$ cat src/rtl/line_sync_pkg.sv
package line_sync_pkg;

  typedef enum logic {
    RESTART_OFF = 1'b0,
    RESTART_ON  = 1'b1
  } restart_e;

  // Duration in ns at a clock of clk_khz kHz, rounded to the nearest cycle, minimum 1.
  function automatic int ns_to_cycles(input longint ns, input longint clk_khz);
    longint c;
    c = (ns * clk_khz + 64'sd500000) / 64'sd1000000;
    if (c < 1) c = 1;
    return int'(c);
  endfunction

endpackage

$ cat src/rtl/ls_rise.sv
module ls_rise (
  input  logic clk_i,
  input  logic rst_n_i,
  input  logic d_i,
  output logic rise_o
);
  logic prev_q;

  always_ff @(posedge clk_i or negedge rst_n_i) begin
    if (!rst_n_i) prev_q <= 1'b0;
    else          prev_q <= d_i;
  end

  assign rise_o = d_i & ~prev_q;
endmodule

$ cat src/rtl/ls_oneshot.sv
module ls_oneshot
  import line_sync_pkg::*;
#(
  parameter int       CYCLES = 8,
  parameter restart_e MODE   = RESTART_OFF
) (
  input  logic clk_i,
  input  logic rst_n_i,
  input  logic fire_i,
  output logic busy_o
);
  localparam int            CW   = $clog2(CYCLES + 1);
  localparam logic [CW-1:0] LOAD = CW'(CYCLES);

  logic [CW-1:0] cnt_q, cnt_d;
  logic          load, en, running;

  assign running = (cnt_q != '0);

  generate
    if (MODE == RESTART_ON) begin : g_restart
      assign load = fire_i;
    end else begin : g_single
      assign load = fire_i & ~running;
    end
  endgenerate

  assign en = load | running;

  always_comb begin
    cnt_d = cnt_q;
    if (load)         cnt_d = LOAD;
    else if (running) cnt_d = cnt_q - 1'b1;
  end

  always_ff @(posedge clk_i or negedge rst_n_i) begin
    if (!rst_n_i)  cnt_q <= '0;
    else if (en)   cnt_q <= cnt_d;
  end

  assign busy_o = running;

  // without an accepted restart, an active timer counts down by exactly one
  p_count_down_r3: assert property (@(posedge clk_i) disable iff (!rst_n_i)
    (busy_o && !(fire_i && (MODE == RESTART_ON))) |=> (cnt_q == $past(cnt_q) - 1'b1));

  // the count never exceeds the programmed length
  p_count_bound_r3: assert property (@(posedge clk_i) disable iff (!rst_n_i)
    cnt_q <= LOAD);
endmodule

$ cat src/rtl/line_sync_gate.sv
module line_sync_gate
  import line_sync_pkg::*;
#(
  parameter int CLK_KHZ    = 250000,
  parameter int STRETCH_NS = 8000,
  parameter int MASK_NS    = 35000,
  parameter int PULSE_NS   = 18900
) (
  input  logic clk_i,
  input  logic rst_n_i,
  input  logic sync_i,
  output logic hsync_n_o
);
  localparam int STRETCH_CYC = ns_to_cycles(longint'(STRETCH_NS), longint'(CLK_KHZ));
  localparam int MASK_CYC    = ns_to_cycles(longint'(MASK_NS),    longint'(CLK_KHZ));
  localparam int PULSE_CYC   = ns_to_cycles(longint'(PULSE_NS),   longint'(CLK_KHZ));

  // Reset: asserted asynchronously, released after two clock edges
  logic rst_meta_q, rst_sync_n;
  always_ff @(posedge clk_i or negedge rst_n_i) begin
    if (!rst_n_i) begin
      rst_meta_q <= 1'b0;
      rst_sync_n <= 1'b0;
    end else begin
      rst_meta_q <= 1'b1;
      rst_sync_n <= rst_meta_q;
    end
  end

  logic sync_rise, stretched, mask_act, pulse_act;
  logic gated, out_trig;
  logic blocked_q, blocked_d;

  ls_rise u_in_rise (
    .clk_i  (clk_i),
    .rst_n_i(rst_sync_n),
    .d_i    (sync_i),
    .rise_o (sync_rise)
  );

  ls_oneshot #(.CYCLES(STRETCH_CYC), .MODE(RESTART_ON)) u_stretch (
    .clk_i  (clk_i),
    .rst_n_i(rst_sync_n),
    .fire_i (sync_rise),
    .busy_o (stretched)
  );

  // A stretched pulse that meets the closed mask stays blocked until it ends
  always_comb begin
    blocked_d = stretched & (blocked_q | mask_act);
  end

  always_ff @(posedge clk_i or negedge rst_sync_n) begin
    if (!rst_sync_n) blocked_q <= 1'b0;
    else             blocked_q <= blocked_d;
  end

  assign gated = stretched & ~mask_act & ~blocked_q;

  ls_rise u_gate_rise (
    .clk_i  (clk_i),
    .rst_n_i(rst_sync_n),
    .d_i    (gated),
    .rise_o (out_trig)
  );

  ls_oneshot #(.CYCLES(MASK_CYC), .MODE(RESTART_OFF)) u_mask (
    .clk_i  (clk_i),
    .rst_n_i(rst_sync_n),
    .fire_i (out_trig),
    .busy_o (mask_act)
  );

  ls_oneshot #(.CYCLES(PULSE_CYC), .MODE(RESTART_OFF)) u_pulse (
    .clk_i  (clk_i),
    .rst_n_i(rst_sync_n),
    .fire_i (out_trig),
    .busy_o (pulse_act)
  );

  assign hsync_n_o = ~pulse_act;

  // an output only starts while a stretched sync pulse is present
  p_fall_needs_stretch_r2: assert property (@(posedge clk_i) disable iff (!rst_sync_n)
    $fell(hsync_n_o) |-> $past(stretched));

  // every output pulse closes the mask in the same cycle
  p_mask_opens_r5: assert property (@(posedge clk_i) disable iff (!rst_sync_n)
    $fell(hsync_n_o) |-> mask_act);

  // a blocked stretched pulse never starts an output
  p_blocked_quiet_r7: assert property (@(posedge clk_i) disable iff (!rst_sync_n)
    blocked_q |=> !$fell(hsync_n_o));

  // idle output while reset is held
  always @(posedge clk_i) begin
    if (!rst_n_i) begin
      p_reset_idle_r1: assert (hsync_n_o);
    end
  end
endmodule

$ cat config.mk
export PLATFORM = sky130hd
export DESIGN_NAME = line_sync_gate
export DESIGN_NICKNAME = d
export VERILOG_FILES = /design/src/rtl/line_sync_pkg.sv /design/src/rtl/ls_rise.sv /design/src/rtl/ls_oneshot.sv /design/src/rtl/line_sync_gate.sv
export SDC_FILE = /design/constraint.sdc
export NUM_CORES = 1
export LEC_CHECK = 0
export ABC_AREA = 1
export BUFFER_PORTS_ARGS = -buffer_cell sky130_fd_sc_hd__buf_2
export CORE_MARGIN = 4
export CORE_UTILIZATION = 45
export CTS_BUF_LIST = sky130_fd_sc_hd__clkbuf_16
export CTS_CLUSTER_SIZE = 12
export DETAILED_ROUTE_END_ITERATION = 10
export HOLD_SLACK_MARGIN = 0.12
export PLACE_DENSITY = 0.71
export SYNTH_ARGS = -nofsm -noshare
export SYNTH_HDL_FRONTEND = slang
export SYNTH_SLANG_ARGS = --single-unit
export TNS_END_PERCENT = 5
$ cat constraint.sdc
create_clock -name clk_i -period 1.4 [get_ports clk_i]
set_input_delay 0.28 -clock clk_i [delete_from_list [all_inputs] [get_ports clk_i]]
set_output_delay 0.28 -clock clk_i [all_outputs]
set_load 0.01 [all_outputs]
==> results of run 1 <==
flip-flops by register name (all words and copies together) (netlist names):
register            cells
u_gate_rise.prev_q      1
blocked_q               1
u_mask.cnt_q           14
rst_meta_q              1
u_in_rise.prev_q        1
u_pulse.cnt_q          13
rst_sync_n              1
u_stretch.cnt_q        11
metrics by stage:
step           setup TNS [ps]  area, µm²
3_3_place_gp            -1180       2960
6_report                -1580       3540
4_1_cts                 -1810       3340
3_5_place_dp            -2070       2960
5_1_grt                 -3820       3540
2_1_floorplan            -166       2480
power by group through the flow:
stage	Clock [W]	Combinational [W]	Sequential, W
after global routing	0.00139	0.000760	0.00144
final	0.00131	0.000685	0.00142
after detailed placement	0	0.000554	0.00142
after global placement	0	0.000540	0.00141
after floorplan	0	0.000288	0.00144
after CTS	0.00134	0.000577	0.00139
kinds of logic after synthesis:
kind of cell / Yosys count / synth area share, %
AOI/OAI and AO/OA: 19 / 4.35
other: 1 / 0.152
buffers and inverters: 49 / 7.54
xor gates and xnor gates: 10 / 3.54
and+or+nand+nor: 186 / 37.1
DFF: 43 / 43.5
adders and majority gates: 5 / 2.53
muxes: 3 / 1.21
per-layer routing:
| metal | wire length, µm | track usage, % | vias up |
|---|---|---|---|
| met5 | 0 | 0 | - |
| met4 | 167 | 5.65 | 0 |
| met3 | 170 | 4.23 | 19 |
| met2 | 3180 | 35.5 | 48 |
| met1 | 2520 | 21.5 | 1104 |
| li1 | - | - | 1163 |
area by class of cell:
type                    count  area [µm²]
multi-input cells         224        1440
flip-flops and latches     43        1080
well taps                  70        87.6
clock inverters             3        41.3
clock buffers               5         125
repair buffers             74         579
inverters                  49         186
fillers                   412        1670
cells in the mapped netlist (2+ instances only):
| cell | number | area share (%) |
|---|---|---|
| nor3_1 | 4 | 0.81 |
| nand4_1 | 7 | 1.8 |
| inv_2 | 2 | 0.30 |
| inv_1 | 46 | 7.0 |
| nand3_1 | 25 | 5.1 |
| mux2i_1 | 3 | 1.2 |
| a21oi_1 | 4 | 0.81 |
| nor2_4 | 2 | 0.91 |
| xor2_1 | 7 | 2.5 |
| nand2_1 | 70 | 11 |
| nand3b_1 | 4 | 1.2 |
| nor2_2 | 12 | 3.0 |
| nand2_2 | 5 | 1.3 |
| dfrtp_1 | 43 | 44 |
| o21ai_0 | 9 | 1.8 |
| o211ai_1 | 2 | 0.61 |
| ha_1 | 5 | 2.5 |
| nor2_1 | 44 | 6.7 |
| nand4_2 | 2 | 1.0 |
| or2_2 | 2 | 0.51 |
| xnor2_1 | 3 | 1.1 |
| or2_1 | 2 | 0.51 |
what timing repair did:
action | CTS | global route
hold buffers | 2 | 0
resized for setup | 26 | 44
hold endpoints to repair | 3 | 0
endpoints found under the setup margin | 30 | 41
setup buffers | 13 | 7
pin swaps | 9 | 23
how the worst max path moves through the flow:
stage                                 startpoint                            to  slack, ps
floorplan            u_mask.cnt_q[0]$_DFFE_PN0P_  u_mask.cnt_q[11]$_DFFE_PN0P_        -40
CTS                 u_pulse.cnt_q[1]$_DFFE_PN0P_                     hsync_n_o       -150
global route         u_mask.cnt_q[1]$_DFFE_PN0P_  u_pulse.cnt_q[0]$_DFFE_PN0P_       -270
detailed placement   u_mask.cnt_q[0]$_DFFE_PN0P_  u_pulse.cnt_q[1]$_DFFE_PN0P_       -160
finish              u_pulse.cnt_q[1]$_DFFE_PN0P_                     hsync_n_o       -200
global placement     u_mask.cnt_q[0]$_DFFE_PN0P_  u_pulse.cnt_q[1]$_DFFE_PN0P_       -130
==> impl_metrics.tcl, run 1 <==
set metrics [dict create \
    grt_pass1_wl_um 9900 \
    crit_path_start_kind "register" \
    timing.rr.start "u_mask.cnt_q[0]$_DFFE_PN0P_" \
    hold_path.class "reg -> async" \
    worstPathRequired_ps 1120 \
    drc_errors 0 \
    hold_viol 0 \
    die-area_um2 6740 \
    worstPathArrival_ps 1320 \
    num_vias 2334 \
    drt-initial-drc-count 119 \
    finalSetupViolations 19 \
    p_per_area_nw_per_um2 965 \
    clkLatencyLatePin_ps 290 \
    core_area_um2 5200 \
    status "finished, violations left" \
    clk_pin_slew_ps 70 \
    io_pins 4 \
    cts_buffers 5 \
    violations "negative setup slack" \
    synth-main-ff-cell "dfrtp_1" \
    fin_crit_sh_pct 114 \
    cpMostUsedCell "nand2_4" \
    synthArstFlopShare_pct 100 \
    nets 405 \
    initial_core_util_pct 47.5 \
    place_inst 438 \
    antenna_found_initial 0 \
    cts-htree-levels 2 \
    combPwrFrac_pct 20.1 \
    rows 26 \
    dp_hpwl_um 3900 \
    vias_per_cell 4.99 \
    yosysUniqueCellTypes 35 \
    crit_fanout 2 \
    wl_per_cell_um 12.9 \
    setup_slack_ps -196 \
    path_buf_inv 3 \
    grt_usage_pct 19.0 \
    crit_family "flip-flops" \
    fin_util_pct 68.0 \
    gp_congestion 0.938 \
    drtAntennaViolNets 0 \
    cts_tree "built" \
    fmaxAchievable_ghz 0.627 \
    swShare_pct 27.5 \
    power_w 0.00341 \
    syn_nets 324 \
    netSwitchingPower_w 0.000939 \
    timing.hold.ws_ps 123 \
    crit_path_end_kind "output port" \
    leakagePower_nw 1.71 \
    cts_buffer_depth 2 \
    area_growth_pct 43.2 \
    reg2reg_depth 10 \
    rsz0062_at_grt "true" \
    cpMaxStageDelayCell "dfrtp_1" \
    cts_sinks 43 \
    power_frac_clock_pct 38.3 \
    synthesis.area_um2 2470 \
    ys_ff_latch 43 \
    intPower_w 0.00248 \
    final_cell_mix "buf_4, nand2_1, dfrtp_1" \
    fin_crit_ps 1600 \
    synthCells 316 \
    fin_skew_ps 10.1 \
    finalMaxSlewViolations 0 \
    dpl_worst_slack_ps -159 \
    layout_commonest_cell "buf_4" \
    syn_area_per_cell_um2 7.82 \
    drive_above_1_share_pct 39.4 \
    chipHeight_um 82.1 \
    irDropWorstVdd_v 0.00108 \
    routed_wirelength_um 6040 \
    r2r_slack_ps -160 \
    die_w_um 82.1 \
    seq_power_share_pct 41.6 \
    ys_seq_area_share_pct 43.5 \
    port_buffers 3 \
    cp.depth 7 \
    grt_max_degree 34 \
    crit_type "reg -> out" \
    synth_edf_count 0 \
    path_cells "inv_2 -> ha_4 -> nand2_4 -> nor2_4 -> nand2_4 -> inv_4 -> buf_6" \
    max_stage_delay_ps 410 \
    stdcell_count 468 \
    yosys_warnings 0 \
    cap_viol_max_count 0 \
    grt_overflow_total 0 \
    n_antenna_cell 0 \
    cts_root_buffer "clkbuf_16" \
    grt_pass1_vias 2356 \
    r2r_end "u_pulse.cnt_q[0]$_DFFE_PN0P_" \
    detail_route.first_pass.iterations 4 \
]
No activity file was read; power rests on OpenSTA's default activity.
==> inputs of run 2 (changes only) <==
Settings changed: MAX_ROUTING_LAYER from default to met4, SETUP_SLACK_MARGIN from default to 0.15.
==> run 2 against run 1 <==
The flow still finishes with violations (negative setup slack); non-clock buffer count increased by 4; combinational power rose by 4.8%; first-iteration DRC count rose by 88%; sequential share of layout area shrank 0.12 points; largest power group unchanged.
==> impl_metrics.tcl, run 2 (same netlist as run 1, synthesis figures left out) <==
set metrics [dict create \
    status "finished, violations left" \
    violations "negative setup slack" \
    crit_fanout 3 \
    grt_max_degree 42 \
    fin_crit_ps 1650 \
    worstPathArrival_ps 1370 \
    finalSetupViolations 25 \
    cts_buffers 5 \
    drtAntennaViolNets 0 \
    irDropWorstVdd_v 0.00106 \
    drc_errors 0 \
    n_antenna_cell 0 \
    layout_commonest_cell "buf_4" \
    drt-initial-drc-count 224 \
    hold_viol 0 \
    crit_path_start "u_pulse.cnt_q[4]$_DFFE_PN0P_" \
    setup_slack_ps -250 \
    cts_sinks 43 \
    io_pins 4 \
    die_w_um 82.1 \
    port_buffers 3 \
    cts_buffer_depth 2 \
    cts-htree-levels 2 \
    wl_per_cell_um 13.8 \
    initial_core_util_pct 47.5 \
    tns_ps -1990 \
    fmaxAchievable_ghz 0.606 \
    timing.hold.ws_ps 236 \
    final_cell_mix "buf_4, nand2_1, dfrtp_1" \
    grt_overflow_total 0 \
    critPathCapture "hsync_n_o" \
    grt_pass1_wl_um 10500 \
    core_area_um2 5200 \
    cts_root_buffer "clkbuf_16" \
    detail_route.first_pass.iterations 4 \
    r2r_end "u_pulse.cnt_q[10]$_DFFE_PN0P_" \
    largest_reg_flops 14 \
    crit_path_start_kind "register" \
    top_regs "u_mask.cnt_q: 14 flops, u_pulse.cnt_q: 13 flops, u_stretch.cnt_q: 11 flops" \
    reg2reg_depth 10 \
    clk_pin_slew_ps 60 \
    chipHeight_um 82.1 \
    fin_crit_sh_pct 118 \
    finalMaxSlewViolations 0 \
    nets 409 \
    grt_usage_pct 21.1 \
    leakagePower_nw 1.73 \
    antenna_found_initial 0 \
    routed_wirelength_um 6520 \
    rsz0062_at_grt "true" \
    crit_path_end_kind "output port" \
    drive_above_1_share_pct 39.3 \
    fin_skew_ps 3.43 \
    p_per_area_nw_per_um2 916 \
    crit_type "reg -> out" \
    gp_congestion 0.884 \
    timing.rr.start "u_pulse.cnt_q[0]$_DFFE_PN0P_" \
    rows 26 \
    dp_hpwl_um 4090 \
    area_growth_pct 43.7 \
    top_register "u_mask.cnt_q" \
    r2r_slack_ps -140 \
    num_vias 2388 \
    clkLatencyLatePin_ps 290 \
    hold_path.class "reg -> async" \
    vias_per_cell 5.06 \
    worstPathRequired_ps 1120 \
    cts_tree "built" \
    die-area_um2 6740 \
    cap_viol_max_count 0 \
    grt_pass1_vias 2386 \
]
## run 2: per-layer routing
| metal | global-route usage, % | routed length [µm] |
|---|---|---|
| met5 | - | 0 |
| met1 | 25.5 | 2750 |
| met4 | 6.98 | 154 |
| met3 | 3.69 | 233 |
| met2 | 35.8 | 3390 |
## run 2: how the worst min path moves through the flow
stage / startpoint / endpoint / slack (ps) / cells after the start
3_5_place_dp: rst_n_i / rst_meta_q$_DFF_PN0_ / 70 / 1
3_3_place_gp: rst_n_i / rst_meta_q$_DFF_PN0_ / 60 / 1
6_report: rst_sync_n$_DFF_PN0_ / u_stretch.cnt_q[0]$_DFFE_PN0P_ / 240 / 1
2_1_floorplan: rst_n_i / rst_meta_q$_DFF_PN0_ / -20 / 0
4_1_cts: rst_sync_n$_DFF_PN0_ / u_pulse.cnt_q[11]$_DFFE_PN0P_ / 250 / 1
5_1_grt: rst_sync_n$_DFF_PN0_ / u_stretch.cnt_q[0]$_DFFE_PN0P_ / 260 / 1
## run 2: cell type report
| type | instances | area (µm²) |
|---|---|---|
| Clock inverter | 3 | 15.0 |
| Tap cell | 70 | 87.6 |
| Multi-Input combinational cell | 224 | 1450 |
| Inverter | 49 | 186 |
| Timing Repair Buffer | 78 | 617 |
| Fill cell | 389 | 1650 |
| Sequential cell | 43 | 1080 |
| Clock buffer | 5 | 125 |
## run 2: through the flow
step	util, %	worst slack [ps]	power, W	instance area (µm²)	cells
final	68.3	-250	0.00325	3550	472
after global routing	68.3	-298	0.00342	3550	472
after CTS	66.0	-166	0.00325	3440	468
after detailed placement	58.7	-112	0.00198	3060	445
after global placement	58.7	-82.3	0.00196	3060	445
after floorplan	-	19.6	0.00173	2520	316
## run 2: worst max-delay path, cell delays in order (launching register included)
cell	delay (ps)
dfrtp_1	410
nor2_4	180
nand2_2	100
nor2_4	150
nand2_4	80
inv_4	70
buf_6	90
## run 2: what timing repair did
item / CTS / global route
resized for setup: 36 / 25
pin swaps: 23 / 17
hold buffers: 2 / 0
endpoints found under the hold margin: 3 / 0
setup buffers: 13 / 4
endpoints found under the setup margin: 41 / 41
## run 2: where the power goes
| group | leakage (nW) | internal (W) | switching, W |
|---|---|---|---|
| clock network | 0.0649 | 0.000648 | 0.000482 |
| registers | 0.491 | 0.00133 | 0.0000732 |
| logic | 1.17 | 0.000338 | 0.000381 |
| total | 1.73 | 0.00232 | 0.000936 |
